<file path="src/rtl/bsn_pkg.sv">
package bsn_pkg;
    typedef enum logic [1:0] {
        OP_SHR_CNT = 2'b00,
        OP_SHR_ONE = 2'b01,
        OP_SHL_ONE = 2'b10,
        OP_NORM    = 2'b11
    } bsn_op_e;

    typedef enum logic {
        ST_IDLE = 1'b0,
        ST_RUN  = 1'b1
    } bsn_state_e;
endpackage

</file>
<file path="src/rtl/bsn_digit_shift.sv">
module bsn_digit_shift #(
    parameter int DIGITS   = 12,
    parameter int DW       = 4,
    parameter bit SHIFT_LT = 1'b0
) (
    input  logic [DIGITS*DW-1:0] mant_i,
    input  logic [DW-1:0]        fill_i,
    output logic [DIGITS*DW-1:0] mant_o,
    output logic [DW-1:0]        drop_o
);
    localparam int MW = DIGITS * DW;

    generate
        if (SHIFT_LT) begin : g_left
            always_comb begin
                mant_o = {mant_i[MW-DW-1:0], fill_i};
                drop_o = mant_i[MW-1 -: DW];
            end
        end else begin : g_right
            always_comb begin
                mant_o = {fill_i, mant_i[MW-1:DW]};
                drop_o = mant_i[DW-1:0];
            end
        end
    endgenerate
endmodule

</file>
<file path="src/rtl/bsn_nib_zero.sv">
module bsn_nib_zero #(
    parameter int DW = 4
) (
    input  logic [DW-1:0] nib_i,
    output logic          zero_o
);
    always_comb zero_o = (nib_i == '0);
endmodule

</file>
<file path="src/rtl/bcd_digit_shifter.sv">
module bcd_digit_shifter #(
    parameter int DIGITS = 12,
    parameter int DW     = 4,
    parameter int CW     = 4
) (
    input  logic                 clk,
    input  logic                 rst_n,
    input  logic                 cmd_valid,
    input  logic [1:0]           cmd_op,
    input  logic [DIGITS*DW-1:0] mant_in,
    input  logic [DW-1:0]        acc_in,
    input  logic [CW-1:0]        cnt_in,
    output logic [DIGITS*DW-1:0] mant_out,
    output logic [DW-1:0]        acc_out,
    output logic                 acc_we,
    output logic [CW-1:0]        cnt_out,
    output logic                 cnt_we,
    output logic [DW-1:0]        ext_digit,
    output logic                 dc_flag,
    output logic                 busy,
    output logic                 done
);
    import bsn_pkg::*;

    localparam int MW = DIGITS * DW;
    localparam logic [CW-1:0] FULL_CNT = CW'(DIGITS);

    typedef struct packed {
        bsn_state_e    state;
        bsn_op_e       op;
        logic [MW-1:0] mant;
        logic [DW-1:0] acc;
        logic [DW-1:0] ext;
        logic          dc;
        logic [CW-1:0] steps;
        logic [CW-1:0] nz;
        logic          first;
        logic          done;
        logic          acc_we;
        logic [CW-1:0] cnt_out;
        logic          cnt_we;
    } regs_t;

    regs_t q, d;

    logic [MW-1:0] rs_mant, ls_mant;
    logic [DW-1:0] rs_drop, ls_drop, rs_fill, ls_fill;
    logic          top_zero;

    always_comb begin
        rs_fill = (q.op == OP_SHR_CNT && q.first) ? q.acc : '0;
        ls_fill = (q.op == OP_NORM) ? '0 : q.acc;
    end

    bsn_digit_shift #(.DIGITS(DIGITS), .DW(DW), .SHIFT_LT(1'b0)) u_rshift (
        .mant_i(q.mant), .fill_i(rs_fill), .mant_o(rs_mant), .drop_o(rs_drop)
    );

    bsn_digit_shift #(.DIGITS(DIGITS), .DW(DW), .SHIFT_LT(1'b1)) u_lshift (
        .mant_i(q.mant), .fill_i(ls_fill), .mant_o(ls_mant), .drop_o(ls_drop)
    );

    bsn_nib_zero #(.DW(DW)) u_topz (
        .nib_i(q.mant[MW-1 -: DW]), .zero_o(top_zero)
    );

    always_comb begin
        d        = q;
        d.done   = 1'b0;
        d.acc_we = 1'b0;
        d.cnt_we = 1'b0;
        case (q.state)
            ST_IDLE: begin
                if (cmd_valid) begin
                    d.op    = bsn_op_e'(cmd_op);
                    d.mant  = mant_in;
                    d.acc   = acc_in;
                    d.first = 1'b1;
                    d.nz    = '0;
                    d.steps = CW'(1);
                    d.state = ST_RUN;
                    if (bsn_op_e'(cmd_op) == OP_SHR_CNT) begin
                        d.ext   = acc_in;
                        d.steps = cnt_in;
                        if (cnt_in == '0) begin
                            d.state  = ST_IDLE;
                            d.done   = 1'b1;
                            d.acc_we = 1'b1;
                            d.dc     = 1'b0;
                        end
                    end
                end
            end
            default: begin
                case (q.op)
                    OP_SHR_CNT, OP_SHR_ONE: begin
                        d.mant  = rs_mant;
                        d.ext   = rs_drop;
                        d.first = 1'b0;
                        d.steps = q.steps - CW'(1);
                        if (q.steps == CW'(1)) begin
                            d.state  = ST_IDLE;
                            d.done   = 1'b1;
                            d.acc    = rs_drop;
                            d.acc_we = 1'b1;
                            d.dc     = 1'b0;
                        end
                    end
                    OP_SHL_ONE: begin
                        d.mant   = ls_mant;
                        d.ext    = ls_drop;
                        d.acc    = ls_drop;
                        d.state  = ST_IDLE;
                        d.done   = 1'b1;
                        d.acc_we = 1'b1;
                        d.dc     = 1'b0;
                    end
                    default: begin
                        if (!top_zero) begin
                            d.state   = ST_IDLE;
                            d.done    = 1'b1;
                            d.cnt_out = q.nz;
                            d.cnt_we  = 1'b1;
                            d.dc      = 1'b0;
                        end else begin
                            d.mant = ls_mant;
                            d.nz   = q.nz + CW'(1);
                            if (q.nz + CW'(1) == FULL_CNT) begin
                                d.state   = ST_IDLE;
                                d.done    = 1'b1;
                                d.cnt_out = FULL_CNT;
                                d.cnt_we  = 1'b1;
                                d.dc      = 1'b1;
                            end
                        end
                    end
                endcase
            end
        endcase
    end

    always_ff @(posedge clk) begin
        if (!rst_n) begin
            q <= '0;
        end else begin
            q <= d;
        end
    end

    assign mant_out  = q.mant;
    assign acc_out   = q.acc;
    assign acc_we    = q.acc_we;
    assign cnt_out   = q.cnt_out;
    assign cnt_we    = q.cnt_we;
    assign ext_digit = q.ext;
    assign dc_flag   = q.dc;
    assign busy      = (q.state == ST_RUN);
    assign done      = q.done;

    assert_busy_ignore_R2: assert property (@(posedge clk) disable iff (!rst_n)
        (busy && cmd_valid) |=> $stable(q.op));

    assert_cnt_we_done_R7: assert property (@(posedge clk) disable iff (!rst_n)
        cnt_we |-> (done && !acc_we));

    assert_dc_cleared_R5: assert property (@(posedge clk) disable iff (!rst_n)
        (done && !cnt_we) |-> !dc_flag);

    assert_norm_partial_R7: assert property (@(posedge clk) disable iff (!rst_n)
        (cnt_we && cnt_out != FULL_CNT) |-> (!dc_flag && mant_out[MW-1 -: DW] != '0));

    assert_norm_zero_R8: assert property (@(posedge clk) disable iff (!rst_n)
        (cnt_we && cnt_out == FULL_CNT) |-> (dc_flag && mant_out == '0));

    assert_done_idle_R9: assert property (@(posedge clk) disable iff (!rst_n)
        done |-> !busy);
endmodule

</file>
<file path="config.mk">
export PLATFORM = sky130hd
export DESIGN_NAME = bcd_digit_shifter
export DESIGN_NICKNAME = d
export VERILOG_FILES = /design/src/rtl/bsn_pkg.sv /design/src/rtl/bsn_digit_shift.sv /design/src/rtl/bsn_nib_zero.sv /design/src/rtl/bcd_digit_shifter.sv
export SDC_FILE = /design/constraint.sdc
export NUM_CORES = 1
export LEC_CHECK = 0
export BUFFER_PORTS_ARGS = -buffer_cell sky130_fd_sc_hd__buf_2
export CAP_MARGIN = 20
export CORE_ASPECT_RATIO = 1.5
export CORE_MARGIN = 10
export CORE_UTILIZATION = 48
export DETAILED_ROUTE_END_ITERATION = 7
export GPL_TIMING_DRIVEN = 1
export PLACE_DENSITY = 0.84
export SYNTH_ARGS = -nofsm -noshare
export SYNTH_HDL_FRONTEND = slang
export SYNTH_SLANG_ARGS = --single-unit
</file>
<file path="constraint.sdc">
create_clock -name clk -period 1.6 [get_ports clk]
set_clock_uncertainty 0.1 [all_clocks]
set_input_delay 0.08 -clock clk [delete_from_list [all_inputs] [get_ports clk]]
set_output_delay 0.08 -clock clk [all_outputs]
set_load 0.005 [all_outputs]
</file>
==> impl_metrics.py, run 1 <==
metrics = {
    "global_routing": {
        "use_met1": 0.217,
        "grt_max_degree": 30,
        "use_met2": 0.348,
        "grtUsageMet3": 0.0589,
        "track_usage": 0.203,
        "grt_pass1_wl_microns": 23200,
        "globalRoute.busiestLayer": "met2",
        "antenna_found_initial": 0,
        "grt_pass1_vias": 4570,
        "grt_overflow": 0,
    },
    "yosys": {
        "syn-instance-count": 497,
        "yosys.cell_types.count": 49,
        "netlist_area_sq_mm": 0.00452,
        "synth_edf_count": 0,
        "synth.area.top_cells": "dfxtp_1, mux2_2, buf_4",
        "synth_flop_cell": "dfxtp_1",
        "yosys_warnings": 0,
        "syn-num-nets": 562,
        "async_flop_share": 0,
        "synth.avg_cell_area_sq_um": 9.10,
        "synth.top_cell.area_share": 0.336,
        "synth.ff_latch_count": 76,
        "yosysSeqAreaShare": 0.336,
        "yosysTopAreaCell": "dfxtp_1",
    },
    "status": {
        "violations": "negative hold slack, negative setup slack",
        "status": "finished, violations left",
    },
    "critical_path": {
        "cp_num_buf_inv": 2,
        "cp-start-kind": "flip-flop",
        "critPathMaxStageDelay_ns": 0.57,
        "arrival_ns": 1.97,
        "worstPathRequired_ns": 1.72,
        "end_kind": "flip-flop",
        "crit_family": "simple AND/OR/NAND/NOR gates",
        "timing.critical_path.mode_cell": "buf_12",
        "cp_max_fo": 15,
        "critical_path.cell_chain": "or4_4, a21oi_4, buf_12, buf_12, nand3_1, o211a_1",
        "critical_path_class": "reg2reg",
        "slowest_stage": "or4_4",
    },
    "drt": {
        "via_count": 4557,
        "wire_per_inst_microns": 22.3,
        "drt_wl_total_microns": 16500,
        "first_iter_violations": 367,
        "first_pass_iters": 7,
        "remaining_drc_errors": 0,
        "ant_nets": 0,
        "vias_per_cell": 6.16,
    },
    "place": {
        "place.gp.congestion": 0.868,
        "place_inst": 689,
        "port_buffers": 125,
        "hpwl_microns": 10500,
        "placed_cell_area_sq_mm": 0.00520,
    },
    "power_and_ir_drop": {
        "power.ir.vdd_worst_uv": 603,
        "total_power_mw": 5.82,
        "p_leak_nw": 2.87,
        "powerDensity_mw_per_mm2": 886,
    },
    "timing": {
        "finalSetupViolCount": 57,
        "setup-tns-final_ns": -8.71,
        "worst_pin_slew_ns": 0.359,
        "rsz0062_at_grt": "true",
        "holdWs_ns": -0.0299,
        "slew_viol_final": 0,
        "final-hold-violation-count": 8,
        "fin_crit_ns": 1.85,
        "timing.final.ws_setup_ns": -0.254,
        "period_share": 1.16,
        "slew_headroom": 0.760,
        "fmax_mhz": 540,
    },
    "finish": {
        "fillers": 621,
        "fin_cells": 740,
        "drive_gt1_frac": 0.575,
        "final_area_sq_mm": 0.00657,
        "fin_nets": 690,
        "mostFrequentLayoutCell": "buf_2",
        "layout_common_cells": "buf_2, dfxtp_1, nor2_1, buf_4, mux2_2",
        "n_antenna_cell": 0,
        "ff_latch_area_sq_mm": 0.00154,
        "multi_input_area_sq_mm": 0.00302,
        "synthToLayoutAreaGrowth_pct": 45.2,
    },
    "floorplanning": {
        "placeableCoreArea_sq_mm": 0.00925,
        "rows": 43,
        "start_util": 0.489,
        "ios": 126,
        "fp.dieH_microns": 139,
        "die_area_sq_mm": 0.0138,
        "die_x_microns": 99.3,
    },
    "worst_hold_path": {
        "worstHoldPathType": "in2reg",
    },
    "clock_tree": {
        "clkTransAtPathRegs_ns": 0.06,
        "cts_tree": "built",
        "htreeDepth": 3,
        "root_buffer": "clkbuf_16",
        "cts_made_buffers": 9,
        "cts.sinks": 76,
        "clockBufferDepth": 2,
        "worstSkewPairLatency_ns": 0.33,
    },
    "run": {
        "cap_violations": 0,
    },
}
[final timing paths]
kind / from / slack, ns / endpoint / cells past startpoint
max reg2reg: mant_out[45] / -0.25 / mant_out[44] / 6
min: mant_in[6] / -0.03 / mant_out[6] / 3
max: mant_out[45] / -0.25 / mant_out[44] / 6
min reg2reg: cnt_out[0] / 0.38 / cnt_out[0] / 2
[cells by family (layout without fill, tap and decap cells)]
kind of cell / count (synthesis) / count (layout) / share of synthesized area
compound gates: 115 / 115 / 0.202
fa+ha+maj: 4 / 4 / 0.0111
buf+inv: 104 / 235 / 0.142
flops: 76 / 76 / 0.336
mux: 45 / 45 / 0.112
simple gates: 152 / 152 / 0.196
xor+xnor: 1 / 1 / 0.00194
[metal layers]
layer	up-vias	share of wire	wire length, microns
li1	2059	-	-
met3	47	0.069	1140
met4	0	0.036	596
met2	218	0.52	8510
met5	-	0	0
met1	2233	0.38	6260
[state kept, by name, summed over array words and instances (netlist names), 4 cells and up]
register	flops
cnt_out	4
q	11
ext_digit	4
mant_out	48
acc_out	4
[cell usage after synthesis, types with 2 or more instances]
cell / instances
o221a_2: 3
a21o_1: 3
nor2_1: 58
buf_2: 6
dfxtp_1: 76
buf_4: 61
buf_6: 2
o211a_1: 5
nand3_1: 9
a222oi_1: 4
a21oi_1: 9
clkbuf_1: 29
nand2b_1: 2
a2bb2oi_1: 4
o21a_1: 2
a221oi_1: 43
o2111ai_1: 2
nand2_1: 23
o21ai_0: 12
nor3_1: 2
and2_1: 2
a31oi_1: 3
a32oi_1: 3
and3b_1: 3
nor3b_2: 13
nor3b_1: 29
ha_1: 4
mux2_2: 44
o22ai_1: 2
a21boi_0: 11
a22oi_1: 3
nor2b_1: 3
inv_1: 6
[where the power goes]
| part | leakage (nW) | internal (mW) | total [mW] | switching (mW) |
|---|---|---|---|---|
| Combinational | 2.11 | 0.895 | 1.74 | 0.843 |
| Clock | 0.131 | 1.07 | 1.83 | 0.762 |
| Sequential | 0.630 | 2.05 | 2.25 | 0.201 |
| Total | 2.87 | 4.01 | 5.82 | 1.81 |
[worst register-to-register path: stages, from the launching register on]
cell     delay [ns]
dfxtp_2        0.32
or4_4          0.57
a21oi_4        0.20
buf_12         0.15
buf_12         0.14
nand3_1        0.11
o211a_1        0.16
[metrics by stage]
step,utilization,hold WS (ns),setup WS [ns]
2_1_floorplan,-,0.125,-0.109
3_3_place_gp,0.562,0.254,-0.125
3_5_place_dp,0.562,0.251,-0.177
4_1_cts,0.633,0.00246,-0.160
5_1_grt,0.710,-0.00495,-0.288
6_report,0.710,-0.0299,-0.254
[cell type report]
class	count	share of cell area
Timing Repair Buffer	215	0.242
Multi-Input combinational cell	317	0.460
Clock buffer	11	0.0369
Clock inverter	3	0.00229
Tap cell	112	0.0213
Sequential cell	76	0.234
Inverter	6	0.00343
[what timing repair did]
action                                  CTS  global route
endpoints found under the setup margin   69            73
gates cloned                              1             2
hold endpoints to repair                 22             6
setup buffers                             2             7
resized for setup                        32           112
hold buffers                             22             6
pin swaps                                 8            30
Power figures use the tool's default switching activity.
==> run 2, diff against run 1 <==
--- a/config.mk
+++ b/config.mk
@@ -7,12 +7,14 @@
 export LEC_CHECK = 0
 export BUFFER_PORTS_ARGS = -buffer_cell sky130_fd_sc_hd__buf_2
 export CAP_MARGIN = 20
+export CELL_PAD_IN_SITES_DETAIL_PLACEMENT = 1
+export CELL_PAD_IN_SITES_GLOBAL_PLACEMENT = 1
 export CORE_ASPECT_RATIO = 1.5
 export CORE_MARGIN = 10
-export CORE_UTILIZATION = 48
+export CORE_UTILIZATION = 35
 export DETAILED_ROUTE_END_ITERATION = 7
 export GPL_TIMING_DRIVEN = 1
-export PLACE_DENSITY = 0.84
+export PLACE_DENSITY = 0.83
 export SYNTH_ARGS = -nofsm -noshare
 export SYNTH_HDL_FRONTEND = slang
 export SYNTH_SLANG_ARGS = --single-unit
==> run 2 against run 1 <==
The run still ends with negative hold slack, negative setup slack left. Combinational power down 2%. Final area decreased by 1.5%. Worst hold slack better by 0.0050 ns. Final cell count increased by 6.1%. Wire length rose by 13%. Sequential power about the same. Critical path depth is the same. Non-clock buffer count down 2. Critical endpoint is now mant_out[32].
==> impl_metrics.py, run 2 (synthesis results as in run 1) <==
metrics = {
    "status": {
        "status": "finished, violations left",
        "violations": "negative hold slack, negative setup slack",
    },
    "critical_path": {
        "cp_max_fo": 9,
        "end_kind": "flip-flop",
        "r2r-start": "mant_out[46]",
        "arrival_ns": 2.01,
        "worstRegToRegCells": 6,
        "cp-start-kind": "flip-flop",
        "critical_path_class": "reg2reg",
        "r2r-end": "mant_out[32]",
        "r2r_setup_slack_ns": -0.26,
        "worstPathRequired_ns": 1.75,
    },
    "timing": {
        "rsz0062_at_grt": "true",
        "period_share": 1.16,
        "slew_viol_final": 0,
        "fin_crit_ns": 1.86,
        "timing.final.ws_setup_ns": -0.263,
        "worst_pin_slew_ns": 0.439,
        "final-hold-violation-count": 4,
        "fmax_mhz": 537,
        "slew_headroom": 0.707,
        "setup-tns-final_ns": -9.29,
        "holdWs_ns": -0.0248,
        "finalSetupViolCount": 57,
    },
    "global_routing": {
        "grt_pass1_wl_microns": 26600,
        "grt_max_degree": 60,
        "track_usage": 0.181,
        "grt_pass1_vias": 4846,
        "antenna_found_initial": 2,
        "grt_overflow": 0,
    },
    "power_and_ir_drop": {
        "p_comb_frac": 0.274,
        "swShare": 0.299,
        "powerDensity_mw_per_mm2": 956,
        "power.internal_mw": 4.34,
        "p_seq_frac": 0.364,
        "power.ir.vdd_worst_uv": 431,
        "power_switching_mw": 1.85,
        "clkPwrFrac": 0.362,
        "p_leak_nw": 2.86,
    },
    "clock_tree": {
        "cts_made_buffers": 9,
        "root_buffer": "clkbuf_16",
        "worstSkewPairLatency_ns": 0.33,
        "clkTransAtPathRegs_ns": 0.06,
        "cts_tree": "built",
        "cts.sinks": 76,
        "clockBufferDepth": 2,
        "htreeDepth": 3,
    },
    "place": {
        "hpwl_microns": 12400,
        "place.gp.congestion": 0.886,
        "pre_cts_ws_ns": -0.220,
        "port_buffers": 125,
    },
    "finish": {
        "layout_common_cells": "buf_2, dfxtp_1, nor2_1, buf_4, mux2_2",
        "mostFrequentLayoutCell": "buf_2",
        "fin_util": 0.514,
        "fin_nets": 688,
        "largest_reg_flops": 48,
        "synthToLayoutAreaGrowth_pct": 43.0,
        "drive_gt1_frac": 0.576,
    },
    "drt": {
        "via_count": 4436,
        "first_pass_iters": 4,
        "ant_nets": 0,
        "remaining_drc_errors": 0,
        "first_iter_violations": 233,
        "wire_per_inst_microns": 23.7,
        "drt_wl_total_microns": 18600,
        "vias_per_cell": 5.65,
    },
    "worst_hold_path": {
        "whs_endpoint": "mant_out[30]",
        "worstHoldPathType": "in2reg",
        "whs_path_depth": 3,
        "hold_start": "mant_in[30]",
    },
    "floorplanning": {
        "fp.dieH_microns": 159,
        "start_util": 0.360,
        "die_area_sq_mm": 0.0180,
        "placeableCoreArea_sq_mm": 0.0126,
        "die_x_microns": 113,
        "rows": 50,
        "ios": 126,
    },
    "run": {
        "cap_violations": 0,
    },
}
-- run 2: repair_timing --
item	4_1_cts	5_1_grt
endpoints found under the hold margin	17	4
hold buffers	17	4
buffers inserted	2	11
cloned	1	5
endpoints found under the setup margin	70	69
pin swaps	12	32
resized for setup	32	77
-- run 2: worst max-delay path: stages, from the launching register on --
cell and delay [ns]:
dfxtp_1 0.40, or4_4 0.49, a21oi_4 0.19, buf_12 0.16, buf_12 0.13, nor2_1 0.07, nor3b_2 0.21
-- run 2: final cells by class --
type | instances | area, sq um
well taps | 156 | 195
multi-input cells | 317 | 2860
fillers | 1412 | 6110
inverters | 6 | 22.5
clock buffers | 11 | 253
diodes | 2 | 5.00
clock inverters | 4 | 72.6
flip-flops and latches | 76 | 1540
repair buffers | 213 | 1520
-- run 2: worst max path at each step --
stage / start / end / slack (ns) / cells past startpoint
after global routing: mant_out[46] / mant_out[32] / -0.28 / 6
after detailed placement: mant_out[45] / q[11] / -0.22 / 4
after floorplan: mant_out[45] / mant_out[45] / -0.11 / 6
final: mant_out[46] / mant_out[32] / -0.26 / 6
after CTS: mant_out[47] / mant_out[24] / -0.22 / 6
after global placement: mant_out[45] / q[11] / -0.17 / 4
-- run 2: power groups by stage --
stage | Clock [mW] | Combinational, mW | Sequential [mW]
after floorplan | 0 | 0.910 | 2.20
after global placement | 0 | 1.23 | 2.26
after detailed placement | 0 | 1.30 | 2.28
after CTS | 2.25 | 1.42 | 2.24
after global routing | 2.37 | 1.82 | 2.27
final | 2.24 | 1.70 | 2.25
-- run 2: metrics by stage --
| stage | instances | instance area, sq um | power (mW) |
|---|---|---|---|
| after global routing | 785 | 6470 | 6.45 |
| after CTS | 764 | 5900 | 5.91 |
| after global placement | 730 | 5230 | 3.50 |
| after detailed placement | 730 | 5230 | 3.57 |
| final | 785 | 6470 | 6.18 |
| after floorplan | 497 | 4570 | 3.11 |
-- run 2: metal layers --
metal | routed length [microns] | vias up | global-route usage
met4 | 546 | 0 | 0.0845
li1 | - | 2044 | -
met3 | 796 | 38 | 0.0422
met2 | 10400 | 133 | 0.332
met1 | 6870 | 2221 | 0.187
met5 | 0 | - | 0
==> run 3, diff against run 2 <==
--- a/config.mk
+++ b/config.mk
@@ -11,10 +11,11 @@
 export CELL_PAD_IN_SITES_GLOBAL_PLACEMENT = 1
 export CORE_ASPECT_RATIO = 1.5
 export CORE_MARGIN = 10
-export CORE_UTILIZATION = 35
+export CORE_UTILIZATION = 37
 export DETAILED_ROUTE_END_ITERATION = 7
 export GPL_TIMING_DRIVEN = 1
-export PLACE_DENSITY = 0.83
+export PLACE_DENSITY = 0.84
 export SYNTH_ARGS = -nofsm -noshare
 export SYNTH_HDL_FRONTEND = slang
+export SYNTH_HIERARCHICAL = 1
 export SYNTH_SLANG_ARGS = --single-unit
==> run 3 against run 2 <==
Synthesized area up 22%. Clock power decreased by 5%. Die area rose by 13%. Combinational power about the same. Setup slack improved by 0.026 ns. Largest power group unchanged. Wire length is 6.2% lower. Final cell count increased by 4.3%. The flow finishes with violations (negative setup slack). Via count shrank 2.3%. First-iteration DRC count decreased by 20%. Register-to-register slack improved by 0.03 ns. Highest routed layer is now met5. Worst hold slack better by 0.037 ns.
==> impl_metrics.py, run 3 <==
metrics = {
    "status": {
        "status": "finished, violations left",
        "violations": "negative setup slack",
    },
    "yosys": {
        "synth_top_family_by_area": "buffers and inverters",
        "synth_compound_area_frac": 0.235,
        "synth_edf_count": 0,
        "synth.top_cell.area_share": 0.275,
        "synth.area.top_cells": "dfxtp_1, buf_4, mux2_2",
        "yosysSeqAreaShare": 0.275,
        "synth_xor_area_frac": 0.00158,
        "yosys.area_share.adder": 0.00904,
        "synth_flop_cell": "dfxtp_1",
        "syn-num-nets": 677,
        "synth.ff_latch_count": 76,
        "synthTopCellsByCount": "buf_4, dfxtp_1, nor2_1, a22oi_1, mux2_2",
        "yosysTopAreaCell": "dfxtp_1",
        "async_flop_share": 0,
        "yosys.cell_types.count": 54,
        "synth.avg_cell_area_sq_um": 9.05,
        "yosysMostFrequentCell": "buf_4",
        "syn-instance-count": 612,
        "synth_mux_area_frac": 0.105,
        "yosys_warnings": 6,
        "yosys.area_share.simple": 0.106,
        "netlist_area_sq_mm": 0.00554,
    },
    "power_and_ir_drop": {
        "power.ir.vdd_worst_uv": 633,
        "p_seq_frac": 0.373,
        "clkPwrFrac": 0.347,
        "power.internal_mw": 4.21,
        "powerDensity_mw_per_mm2": 977,
        "p_leak_nw": 2.67,
        "power_switching_mw": 1.90,
        "swShare": 0.311,
        "p_comb_frac": 0.280,
    },
    "global_routing": {
        "grt_pass1_vias": 4696,
        "antenna_found_initial": 1,
        "track_usage": 0.162,
        "grt_overflow": 0,
        "grt_pass1_wl_microns": 26500,
        "grt_max_degree": 49,
    },
    "place": {
        "port_buffers": 125,
        "place.gp.congestion": 0.835,
        "pre_cts_ws_ns": -0.281,
        "hpwl_microns": 12600,
    },
    "finish": {
        "drive_gt1_frac": 0.555,
        "fin_nets": 683,
        "mostFrequentLayoutCell": "buf_2",
        "synthToLayoutAreaGrowth_pct": 12.9,
        "layout_common_cells": "buf_2, dfxtp_1, buf_4, nor2_1, a22oi_1",
        "fillers": 1704,
        "n_antenna_cell": 0,
        "largest_reg_flops": 48,
    },
    "floorplanning": {
        "die_x_microns": 120,
        "fp.dieH_microns": 170,
        "start_util": 0.380,
        "rows": 54,
        "ios": 126,
        "placeableCoreArea_sq_mm": 0.0146,
        "die_area_sq_mm": 0.0204,
    },
    "clock_tree": {
        "htreeDepth": 3,
        "root_buffer": "clkbuf_16",
        "clockBufferDepth": 2,
        "cts.sinks": 76,
        "cts_made_buffers": 9,
        "cts_tree": "built",
        "worstSkewPairLatency_ns": 0.34,
        "clkTransAtPathRegs_ns": 0.06,
    },
    "critical_path": {
        "worstRegToRegCells": 7,
        "cp_max_fo": 15,
        "timing.critical_path.to": "mant_out[18]",
        "worstPathRequired_ns": 1.75,
        "cp-start-kind": "flip-flop",
        "arrival_ns": 1.98,
        "r2r-end": "mant_out[18]",
        "critical_path_class": "reg2reg",
        "r2r-start": "mant_out[45]",
        "r2r_setup_slack_ns": -0.24,
        "cp-startpoint": "mant_out[45]",
        "end_kind": "flip-flop",
    },
    "timing": {
        "fmax_mhz": 544,
        "slew_headroom": 0.735,
        "finalSetupViolCount": 49,
        "period_share": 1.15,
        "rsz0062_at_grt": "true",
        "setup-tns-final_ns": -8.81,
        "timing.final.ws_setup_ns": -0.237,
        "slew_viol_final": 0,
        "fin_crit_ns": 1.84,
        "final-hold-violation-count": 0,
        "worst_pin_slew_ns": 0.397,
    },
    "drt": {
        "drt_wl_total_microns": 17500,
        "first_iter_violations": 187,
        "ant_nets": 0,
        "remaining_drc_errors": 0,
        "wire_per_inst_microns": 21.3,
        "via_count": 4332,
        "vias_per_cell": 5.29,
        "first_pass_iters": 4,
    },
    "worst_hold_path": {
        "worstHoldPathType": "in2reg",
    },
    "run": {
        "cap_violations": 0,
    },
}
run 3: timing repair:
action | in CTS | in global routing
endpoints found under the hold margin | 6 | 0
setup endpoints to repair | 63 | 67
buffers inserted | 5 | 8
hold buffers | 6 | 0
cloned | 4 | 3
pin swaps | 3 | 22
gates resized for setup | 28 | 29
run 3: how the worst min path moves through the flow:
stage | startpoint | endpoint | slack [ns] | cells past startpoint
6_report | cnt_in[3] | q[15] | 0.01 | 3
5_1_grt | acc_in[3] | acc_out[3] | 0.03 | 3
4_1_cts | acc_in[3] | ext_digit[3] | 0.01 | 3
3_5_place_dp | cnt_in[1] | q[13] | 0.27 | 3
3_3_place_gp | cnt_in[1] | q[13] | 0.25 | 3
2_1_floorplan | cmd_op[1] | q[74] | 0.11 | 2
run 3: cells by family (layout without fill, tap and decap cells):
group           count (synthesis)  after routing
compound gates                151            151
xor+xnor                        1              1
fa+ha+maj                       4              4
buf+inv                       210            221
flops                          76             76
mux                            52             52
simple gates                  118            118
run 3: cell type report:
cell class | instances | area [sq um] | area share
Sequential cell | 76 | 1540 | 0.246
Clock inverter | 6 | 72.6 | 0.0116
Inverter | 5 | 18.8 | 0.00300
Tap cell | 196 | 245 | 0.0392
Multi-Input combinational cell | 326 | 2680 | 0.429
Timing Repair Buffer | 200 | 1460 | 0.233
Clock buffer | 10 | 239 | 0.0382
run 3: worst max-delay path: stages (launching register included):
cell	delay (ns)
dfxtp_2	0.34
nor4_4	0.28
and4b_2	0.28
nor2_4	0.16
buf_12	0.17
buf_16	0.14
nor2_1	0.06
a211oi_2	0.21
run 3: stage by stage:
step	utilization	total power, mW	instances	hold slack (ns)	instance area, sq um
final	0.429	6.11	819	0.0121	6250
after floorplan	-	3.65	612	0.108	5590
after global placement	0.371	3.69	780	0.253	5410
after detailed placement	0.371	3.77	780	0.269	5410
after CTS	0.412	6.05	810	0.0104	6010
after global routing	0.429	6.39	819	0.0319	6250
run 3: power by group through the flow:
stage / Combinational [mW] / Sequential, mW / Clock, mW
after floorplan: 1.42 / 2.23 / 0
after global placement: 1.38 / 2.31 / 0
after detailed placement: 1.45 / 2.32 / 0
after CTS: 1.60 / 2.28 / 2.16
after global routing: 1.85 / 2.31 / 2.24
final: 1.71 / 2.28 / 2.12
run 3: metal layers:
metal,wire length [microns],share of wire,track usage
met1,6650,0.38,0.170
met2,9620,0.55,0.305
met3,774,0.044,0.0331
met4,394,0.023,0.0705
met5,19,0.0011,0
